===== src/rtl/dac_seq_pkg.sv =====
package dac_seq_pkg;

  typedef enum logic [2:0] {
    ST_IDLE,
    ST_ASU,
    ST_LOW,
    ST_HOLD,
    ST_SETTLE,
    ST_SLEEP,
    ST_WAKE
  } seq_state_e;

  // Nanoseconds to clock cycles, rounded up, never below one.
  function automatic int ns_to_cyc(longint ns, longint hz);
    longint c;
    c = (ns * hz + 64'd999_999_999) / 64'd1_000_000_000;
    return (c < 1) ? 1 : int'(c);
  endfunction

  function automatic int imax(int a, int b);
    return (a > b) ? a : b;
  endfunction

endpackage


===== src/rtl/dac_phase_timer.sv =====
module dac_phase_timer #(
  parameter int CW = 13
) (
  input  logic          clk,
  input  logic          rst_n,
  input  logic          load,
  input  logic [CW-1:0] load_val,
  output logic          expired
);

  logic [CW-1:0] cnt_q, cnt_d;

  always_comb begin
    cnt_d = cnt_q;
    if (load)              cnt_d = load_val;
    else if (cnt_q != '0)  cnt_d = cnt_q - 1'b1;
  end

  always_ff @(posedge clk or negedge rst_n) begin
    if (!rst_n) cnt_q <= '0;
    else        cnt_q <= cnt_d;
  end

  assign expired = (cnt_q == '0);

  AST_TMR_STAYS_EXPIRED: assert property (@(posedge clk) disable iff (!rst_n)
    (!load && expired) |=> expired);

endmodule


===== src/rtl/dac_shadow_regs.sv =====
module dac_shadow_regs #(
  parameter int NCH = 2,
  parameter int DW  = 8,
  localparam int SW = (NCH > 1) ? $clog2(NCH) : 1
) (
  input  logic                    clk,
  input  logic                    rst_n,
  input  logic                    cap,
  input  logic [SW-1:0]           sel,
  input  logic [DW-1:0]           code,
  output logic [NCH-1:0][DW-1:0]  shadow
);

  for (genvar g = 0; g < NCH; g++) begin : g_ch
    logic en;
    assign en = cap && (int'(sel) == g);
    always_ff @(posedge clk or negedge rst_n) begin
      if (!rst_n)  shadow[g] <= '0;
      else if (en) shadow[g] <= code;
    end
  end

endmodule


===== src/rtl/dac_wr_seq.sv =====
module dac_wr_seq
  import dac_seq_pkg::*;
#(
  parameter longint CLK_FREQ_HZ   = 250_000_000,
  parameter int     DW            = 8,
  parameter int     T_ADDR_SU_NS  = 5,
  parameter int     T_DATA_SU_NS  = 25,
  parameter int     T_PULSE_NS    = 20,
  parameter int     T_SETTLE_NS   = 6_000,
  parameter int     T_WAKE_NS     = 13_000,
  parameter int     T_SLEEP_NS    = 20_000
) (
  input  logic          clk,
  input  logic          rst_n,
  input  logic          req_valid,
  output logic          req_ready,
  input  logic          req_pwr,
  input  logic          req_sleep,
  input  logic          req_chan,
  input  logic [DW-1:0] req_code,
  output logic          dac_addr,
  output logic [DW-1:0] dac_data,
  output logic          dac_wr_n,
  output logic          dac_sdn,
  output logic          done,
  output logic [DW-1:0] shadow_a,
  output logic [DW-1:0] shadow_b
);

  localparam int AS_CYC  = ns_to_cyc(longint'(T_ADDR_SU_NS), CLK_FREQ_HZ);
  localparam int DS_CYC  = ns_to_cyc(longint'(T_DATA_SU_NS), CLK_FREQ_HZ);
  localparam int PW_CYC  = ns_to_cyc(longint'(T_PULSE_NS),   CLK_FREQ_HZ);
  localparam int LOW_CYC = imax(PW_CYC, DS_CYC - AS_CYC);
  localparam int ST_CYC  = ns_to_cyc(longint'(T_SETTLE_NS),  CLK_FREQ_HZ);
  localparam int WK_CYC  = ns_to_cyc(longint'(T_WAKE_NS),    CLK_FREQ_HZ);
  localparam int SL_CYC  = ns_to_cyc(longint'(T_SLEEP_NS),   CLK_FREQ_HZ);
  localparam int MAX_CYC = imax(imax(imax(AS_CYC, LOW_CYC), imax(ST_CYC, WK_CYC)), SL_CYC);
  localparam int CW      = $clog2(MAX_CYC + 1);

  seq_state_e    state_q, state_d;
  logic          sdn_q, sdn_d;
  logic          done_q, done_d;
  logic          addr_q;
  logic [DW-1:0] data_q;
  logic          take, cap;
  logic          tmr_load, tmr_exp;
  logic [CW-1:0] tmr_val;
  logic [1:0][DW-1:0] shadow;

  // Next-state logic
  always_comb begin
    state_d  = state_q;
    sdn_d    = sdn_q;
    done_d   = 1'b0;
    take     = 1'b0;
    cap      = 1'b0;
    tmr_load = 1'b0;
    tmr_val  = '0;
    unique case (state_q)
      ST_IDLE: begin
        if (req_valid) begin
          tmr_load = 1'b1;
          if (req_pwr) begin
            sdn_d   = req_sleep;
            state_d = req_sleep ? ST_SLEEP : ST_WAKE;
            tmr_val = req_sleep ? CW'(SL_CYC - 1) : CW'(WK_CYC - 1);
          end else begin
            take    = 1'b1;
            state_d = ST_ASU;
            tmr_val = CW'(AS_CYC - 1);
          end
        end
      end
      ST_ASU: begin
        if (tmr_exp) begin
          state_d  = ST_LOW;
          tmr_load = 1'b1;
          tmr_val  = CW'(LOW_CYC - 1);
        end
      end
      ST_LOW: begin
        if (tmr_exp) state_d = ST_HOLD;
      end
      ST_HOLD: begin
        cap = 1'b1;
        if (sdn_q) begin
          state_d = ST_IDLE;
        end else begin
          state_d  = ST_SETTLE;
          tmr_load = 1'b1;
          tmr_val  = CW'(ST_CYC - 1);
        end
      end
      ST_SETTLE, ST_SLEEP, ST_WAKE: begin
        if (tmr_exp) begin
          state_d = ST_IDLE;
          done_d  = 1'b1;
        end
      end
      default: state_d = ST_IDLE;
    endcase
  end

  // Registers
  always_ff @(posedge clk or negedge rst_n) begin
    if (!rst_n) begin
      state_q <= ST_IDLE;
      sdn_q   <= 1'b0;
      done_q  <= 1'b0;
    end else begin
      state_q <= state_d;
      sdn_q   <= sdn_d;
      done_q  <= done_d;
    end
  end

  always_ff @(posedge clk or negedge rst_n) begin
    if (!rst_n) begin
      addr_q <= 1'b0;
      data_q <= '0;
    end else if (take) begin
      addr_q <= req_chan;
      data_q <= req_code;
    end
  end

  dac_phase_timer #(.CW(CW)) u_timer (
    .clk      (clk),
    .rst_n    (rst_n),
    .load     (tmr_load),
    .load_val (tmr_val),
    .expired  (tmr_exp)
  );

  dac_shadow_regs #(.NCH(2), .DW(DW)) u_shadow (
    .clk    (clk),
    .rst_n  (rst_n),
    .cap    (cap),
    .sel    (addr_q),
    .code   (data_q),
    .shadow (shadow)
  );

  assign req_ready = (state_q == ST_IDLE);
  assign dac_addr  = addr_q;
  assign dac_data  = data_q;
  assign dac_wr_n  = (state_q != ST_LOW);
  assign dac_sdn   = sdn_q;
  assign done      = done_q;
  assign shadow_a  = shadow[0];
  assign shadow_b  = shadow[1];

  AST_BUS_STABLE_LOW: assert property (@(posedge clk) disable iff (!rst_n)
    !dac_wr_n |-> ($stable(dac_addr) && $stable(dac_data)));
  AST_BUS_HOLD_RISE: assert property (@(posedge clk) disable iff (!rst_n)
    $rose(dac_wr_n) |-> ($stable(dac_addr) && $stable(dac_data)));
  AST_NOT_READY_STROBE: assert property (@(posedge clk) disable iff (!rst_n)
    !dac_wr_n |-> !req_ready);
  AST_DONE_ONE_CYCLE: assert property (@(posedge clk) disable iff (!rst_n)
    done |=> !done);
  AST_SHADOW_AFTER_STROBE: assert property (@(posedge clk) disable iff (!rst_n)
    (shadow != $past(shadow)) |-> ($past(dac_wr_n, 2) == 1'b0));

endmodule


===== config.mk =====
export PLATFORM = sky130hd
export DESIGN_NAME = dac_wr_seq
export DESIGN_NICKNAME = d
export VERILOG_FILES = /design/src/rtl/dac_seq_pkg.sv /design/src/rtl/dac_phase_timer.sv /design/src/rtl/dac_shadow_regs.sv /design/src/rtl/dac_wr_seq.sv
export SDC_FILE = /design/constraint.sdc
export NUM_CORES = 1
export LEC_CHECK = 0
export ABC_AREA = 1
export BUFFER_PORTS_ARGS = -buffer_cell sky130_fd_sc_hd__buf_2
export CELL_PAD_IN_SITES_DETAIL_PLACEMENT = 0
export CELL_PAD_IN_SITES_GLOBAL_PLACEMENT = 1
export CORE_UTILIZATION = 25
export DETAILED_ROUTE_END_ITERATION = 12
export GPL_ROUTABILITY_DRIVEN = 0
export GPL_TIMING_DRIVEN = 0
export PLACE_DENSITY_LB_ADDON = 0.05
export SLEW_MARGIN = 20
export SYNTH_ARGS = -nofsm -noshare
export SYNTH_HDL_FRONTEND = slang
export SYNTH_SLANG_ARGS = --single-unit
export TNS_END_PERCENT = 100

===== constraint.sdc =====
create_clock -name clk -period 2.1 [get_ports clk]
set_clock_uncertainty 0.15 [all_clocks]
set_input_delay 0.105 -clock clk [delete_from_list [all_inputs] [get_ports clk]]
set_output_delay 0.105 -clock clk [all_outputs]
set_load 0.01 [all_outputs]

-- Yosys cells after proc, flatten, opt, wreduce, memory -nomap -nowiden
Cells that the tools add are included.
- bitwise gates (word level): 1
- shift operators: 0
- equality and inequality tests: 11
- mux-type cells: 25
- div/mod/pow operators: 0
- $mul: 0
- magnitude comparators: 0
- $add $sub $neg: 1
- reductions and logical operators: 9
- operator list (kind ; number):
    13-bit two-way mux ; 5
    13-bit one-hot mux with 3 select lines ; 1
    3-bit two-way mux ; 7
    3-bit one-hot mux with 5 select lines ; 1
    13-bit zero test ; 1
    13-bit nonzero test ; 1
    13-bit by 1-bit subtractor with 13-bit output, second input constant ; 1
    11-bit two-way mux ; 1
    3-bit equality test, second input constant ; 3
    1-bit two-way mux ; 8
    2-bit inequality test, second input constant ; 4
    3-bit by 2-bit equality test with 1-bit output, second input constant ; 2
    4-bit AND reduction ; 1
    3-bit by 1-bit equality test with 1-bit output, second input constant ; 1
    3-bit zero test ; 1
    3-bit by 2-bit inequality test with 1-bit output, second input constant ; 1
    1-bit one-hot mux with 3 select lines ; 1
    3-bit AND reduction ; 1
    3-bit OR reduction ; 1
    1-bit logical AND ; 2
    2-bit two-way mux ; 1
    2-bit nonzero test ; 1
    1-bit inverter ; 1
- bits in registers: 43
- input bits: 14
- memories: 0
- memory bits (writable): 0
- latch bits: 0
- output and inout port bits: 29
- memory bits (read-only): 0
- logic and storage cells: 55

-- Longest topological paths before layout
- depth after elaboration: 5
- depth in mapped cells: 10

-- Modules after synthesis
A second synthesis with hierarchy kept.
- cell total of the unflattened synthesis: 297
- area, all modules: 2308.5 um^2
- by module, submodules not included (module ; cells an instance ; area each (um^2) ; times used ; seq. area each (um^2)):
    dac_phase_timer ; 135 ; 910.9 ; 1 ; 325.3
    dac_wr_seq ; 92 ; 734.5 ; 1 ; 350.3
    dac_shadow_regs ; 70 ; 663.1 ; 1 ; 400.4

-- Worst setup path after synthesis
OpenSTA, ideal clock, no wires.
- kind: reg2reg
- from: register u_timer.cnt_q[0]
- to: register u_timer.cnt_q[9]
- setup slack: 0.577 ns
- data arrival time: 1.254 ns
- data required time: 1.831 ns
- cell stages (with the launch flop): 10
- period minus slack after synthesis: 1.523 ns
- buffers on the path: 0
- cell sequence: dfrtp_1 > inv_1 > ha_1 > nand2_1 > nor2_2 > nand3_2 > nand2_4 > inv_2 > nand3_1 > nand2_1
- longest elaborated chain between the ends: 4
- elaborated cells between the ends (all ways): 8
- classes of those cells: 1 x add/sub; 4 x mux; 3 x reduce/logical
- RTL lines (element ; RTL line ; text):
    start, declared ; dac_phase_timer.sv:11 ; logic [CW-1:0] cnt_q, cnt_d;
    start signal, assigned ; dac_phase_timer.sv:21 ; else cnt_q <= cnt_d;
    branches (longest 4 deep; another with 13-bit by 1-bit subtractor with 13-bit output) ; n/a ;
Parallel ways; which one is timed is not known. The select of a mux whose other input is x is not followed.
A chain may end at the register's enable or synchronous reset.

-- Final worst setup path
- from: register u_timer.cnt_q[0]
- to: register u_timer.cnt_q[12]
The elaborated chain is that of the path after synthesis.

==> results.md <==
* Status: completed
* WS Path Type: flip-flop to flip-flop
* Rel. slew slack at 60.7%
* Worst-path clk slew at 0.09 ns
* Fin cells at 422
* FP Rows at 33
* Fmax at 555 MHz
* CP Launch Point: u_timer.cnt_q[0]
* Layout Nets at 332
* Syn avg cell area at 8.14 um2
* Tmin final at 1.80 ns
* Initial DRC Count at 51
* R2R Path Start: u_timer.cnt_q[0]
* R2R Setup Slk at 0.30 ns
* Largest family of logic cells by synthesized area: simple AND/OR/NAND/NOR gates
* Total GRT Usage at 14.1%
* Reg2Reg Depth at 10
* Synth Net Count at 273
* CTS tree: built
* Tightest Hold Check Type: input pin to flip-flop
* Initial core utilization at 25.6%
* Largest net degree at the start of global routing at 44
* Setup crit end kind: flip-flop
* Largest cells by area after synthesis: dfrtp_1 51%, nand2_1 12%, nor2_1 6.1%, inv_1 5.2%, o21ai_0 4.8%
* Syn-to-layout area delta at 25.9%
* Synth Area in Compound Gates at 9.62%
* Hold Vio Cnt, Final at 0
* Placed insts at 404
* CTS buffer count at 5
* Post-Synthesis Cell Area at 0.00209 mm2
* CP Capture Point: u_timer.cnt_q[12]
* Peak supply drop at 0.249 mV
* Ys Warns at 0
* Vias per cell at 4.17
* Maxcap violations at 0
* RSZ-0062 raised after global routing: no
* Dpl ws at 0.298 ns
* Post-layout util at 32.2%
* Pins over their slew limit at 0
* Layout cell share with drive strength beyond 1 at 24.3%
* Initial antenna violation count at 0
* Number of buffers added for setup after CTS at 0
* Clk sink count at 43
* PortBufs at 42
* # DRC at 0
* WL final at 5420 um
* Remaining global-route overflow at 0
* Post-synth EDFFs at 0
* Final worst setup slack at 0.297 ns
* Hpwl dp at 4010 um
* Cell with the most instances after synthesis: nand2_1
* Total chip power at 1.45 mW
* Placeable Area at 0.00818 mm2
* Post-Synth XOR/XNOR Area at 2.93%
* Post-synth top area share at 51.4%
* Async SR Flop Fraction at 100%
* Vias in the first global route at 1869
* 1st-pass router iterations at 4
* Antenna fix cells at 0
* Worst r2r dst: u_timer.cnt_q[12]
* Final Cycle Share at 85.9%
* Final non-filler cell area at 0.00264 mm2
* H-tree depth at 2
* Die footprint at 0.00874 mm2
* WHS at 0.0184 ns
* Mux cell area share after synthesis at 0%
* Largest area contributor in the netlist: dfrtp_1
* CP Launch Type: flip-flop
* Setup TNS Final at 0 ns
* Max FO, Critical Path at 5
* Yosys cell types at 24
* Main flop type after synthesis: dfrtp_1
* CP required at 2.18 ns
* #FFs+latches synth at 43
* Count of final setup violators at 0
* DR vias at 1760
* Placed inst area at 0.00243 mm2
* First-pass GRT wire length at 9250 um
* Adder-cell area share of the yosys netlist at 1.20%
* Die width at 93.5 um
* Simple-gate portion of the synthesized area at 28.1%
* Top cells by count, synth: 66 x nand2_1, 43 x dfrtp_1, 34 x nor2_1
* Clk_lat worst skew at 0.29 ns
* Final ANT Viol Nets at 0
* Pwr Density at 550 mW/mm2
* I/O Pins at 43
* Die height at 93.5 um
* P_leak at 1.39 nW
* CTS Buffer Depth at 2
* Tightest Pin Transition at 0.590 ns
* Critical path arrival at 1.88 ns
* Post-DR wirelength/cell at 12.8 um
* Synthesized instance count at 257
* Seq/Total Area, Yosys at 51.4%
* Clk root buf: clkbuf_8
[per-layer routing]
| layer | track usage [%] | part of all wire, % | wire, um | vias up |
|---|---|---|---|---|
| met5 | 0 | 0 | 0 | - |
| met4 | 4.23 | 0.74 | 40 | 0 |
| met3 | 3.25 | 3.8 | 207 | 2 |
| met2 | 23.5 | 47 | 2540 | 33 |
| met1 | 18.0 | 48 | 2630 | 809 |
| li1 | - | - | - | 916 |
[kinds of logic (layout without fill, tap and decap cells)]
group	after synthesis	count (layout)
and+or+nand+nor	131	131
DFF	43	43
AOI/OAI and AO/OA	39	39
buffers and inverters	35	95
xor gates and xnor gates	7	7
adders and majority gates	2	2
[flip-flops by register name, indices dropped and copies added (netlist names)]
signal and flops:
u_shadow.shadow 16, state_q 3, u_timer.cnt_q 13, dac_data 8, done 1, dac_sdn 1, dac_addr 1
[report_power, final]
part,internal (mW),switching [mW],total [mW]
sequential,0.827,0,0.827
combinational,0.0219,0.0242,0.0460
clock,0.269,0.307,0.576
total,1.12,0.332,1.45
[cell type report]
type,count,area [um2]
plain buffers,3,21.3
clock buffers,6,82.6
clock inverters,2,16.3
fillers,910,5540
inverters,32,120
multi-input cells,179,876
flip-flops and latches,43,1080
well taps,105,131
repair buffers,52,313
[cell usage in the layout (no fill, tap or decap), drive strengths merged]
cell type | Yosys | final
nand2 | 72 | 72
buf | 3 | 45
dfrtp | 43 | 43
nor2 | 43 | 43
inv | 32 | 32
o21ai | 23 | 23
a21oi | 15 | 15
dlygate4sd3 | 0 | 10
nand3 | 9 | 9
xnor2 | 6 | 6
clkbuf | 0 | 6
nand3b | 4 | 4
or2 | 2 | 2
ha | 2 | 2
nor4 | 1 | 1
xor2 | 1 | 1
o211ai | 1 | 1
clkinvlp | 0 | 1
clkinv | 0 | 1
[repair_timing]
item / 4_1_cts / 5_1_grt
resized for setup: 0 / 0
hold buffers: 10 / 0
hold endpoints to repair: 52 / 0
[worst min path at each step]
stage / from / cells after the start / slack (ns) / endpoint
final: req_sleep / 3 / 0.02 / u_timer.cnt_q[9]
after global routing: req_sleep / 3 / 0.03 / u_timer.cnt_q[9]
after CTS: req_valid / 4 / 0.009 / state_q[0]
after detailed placement: rst_n / 1 / 0.21 / u_timer.cnt_q[10]
after global placement: req_code[6] / 3 / 0.20 / dac_data[6]
after floorplan: rst_n / 0 / -0.34 / dac_addr
[critical path, stage by stage (launching register included)]
cell     delay [ns]
dfrtp_1        0.38
inv_1          0.14
ha_1           0.31
nand2_1        0.16
nor2_2         0.20
nand2_1        0.07
nand2_1        0.06
nand2_1        0.06
nor2_1         0.09
nor2_1         0.04
nor2_1         0.09
No activity file was read; power rests on OpenSTA's default activity.
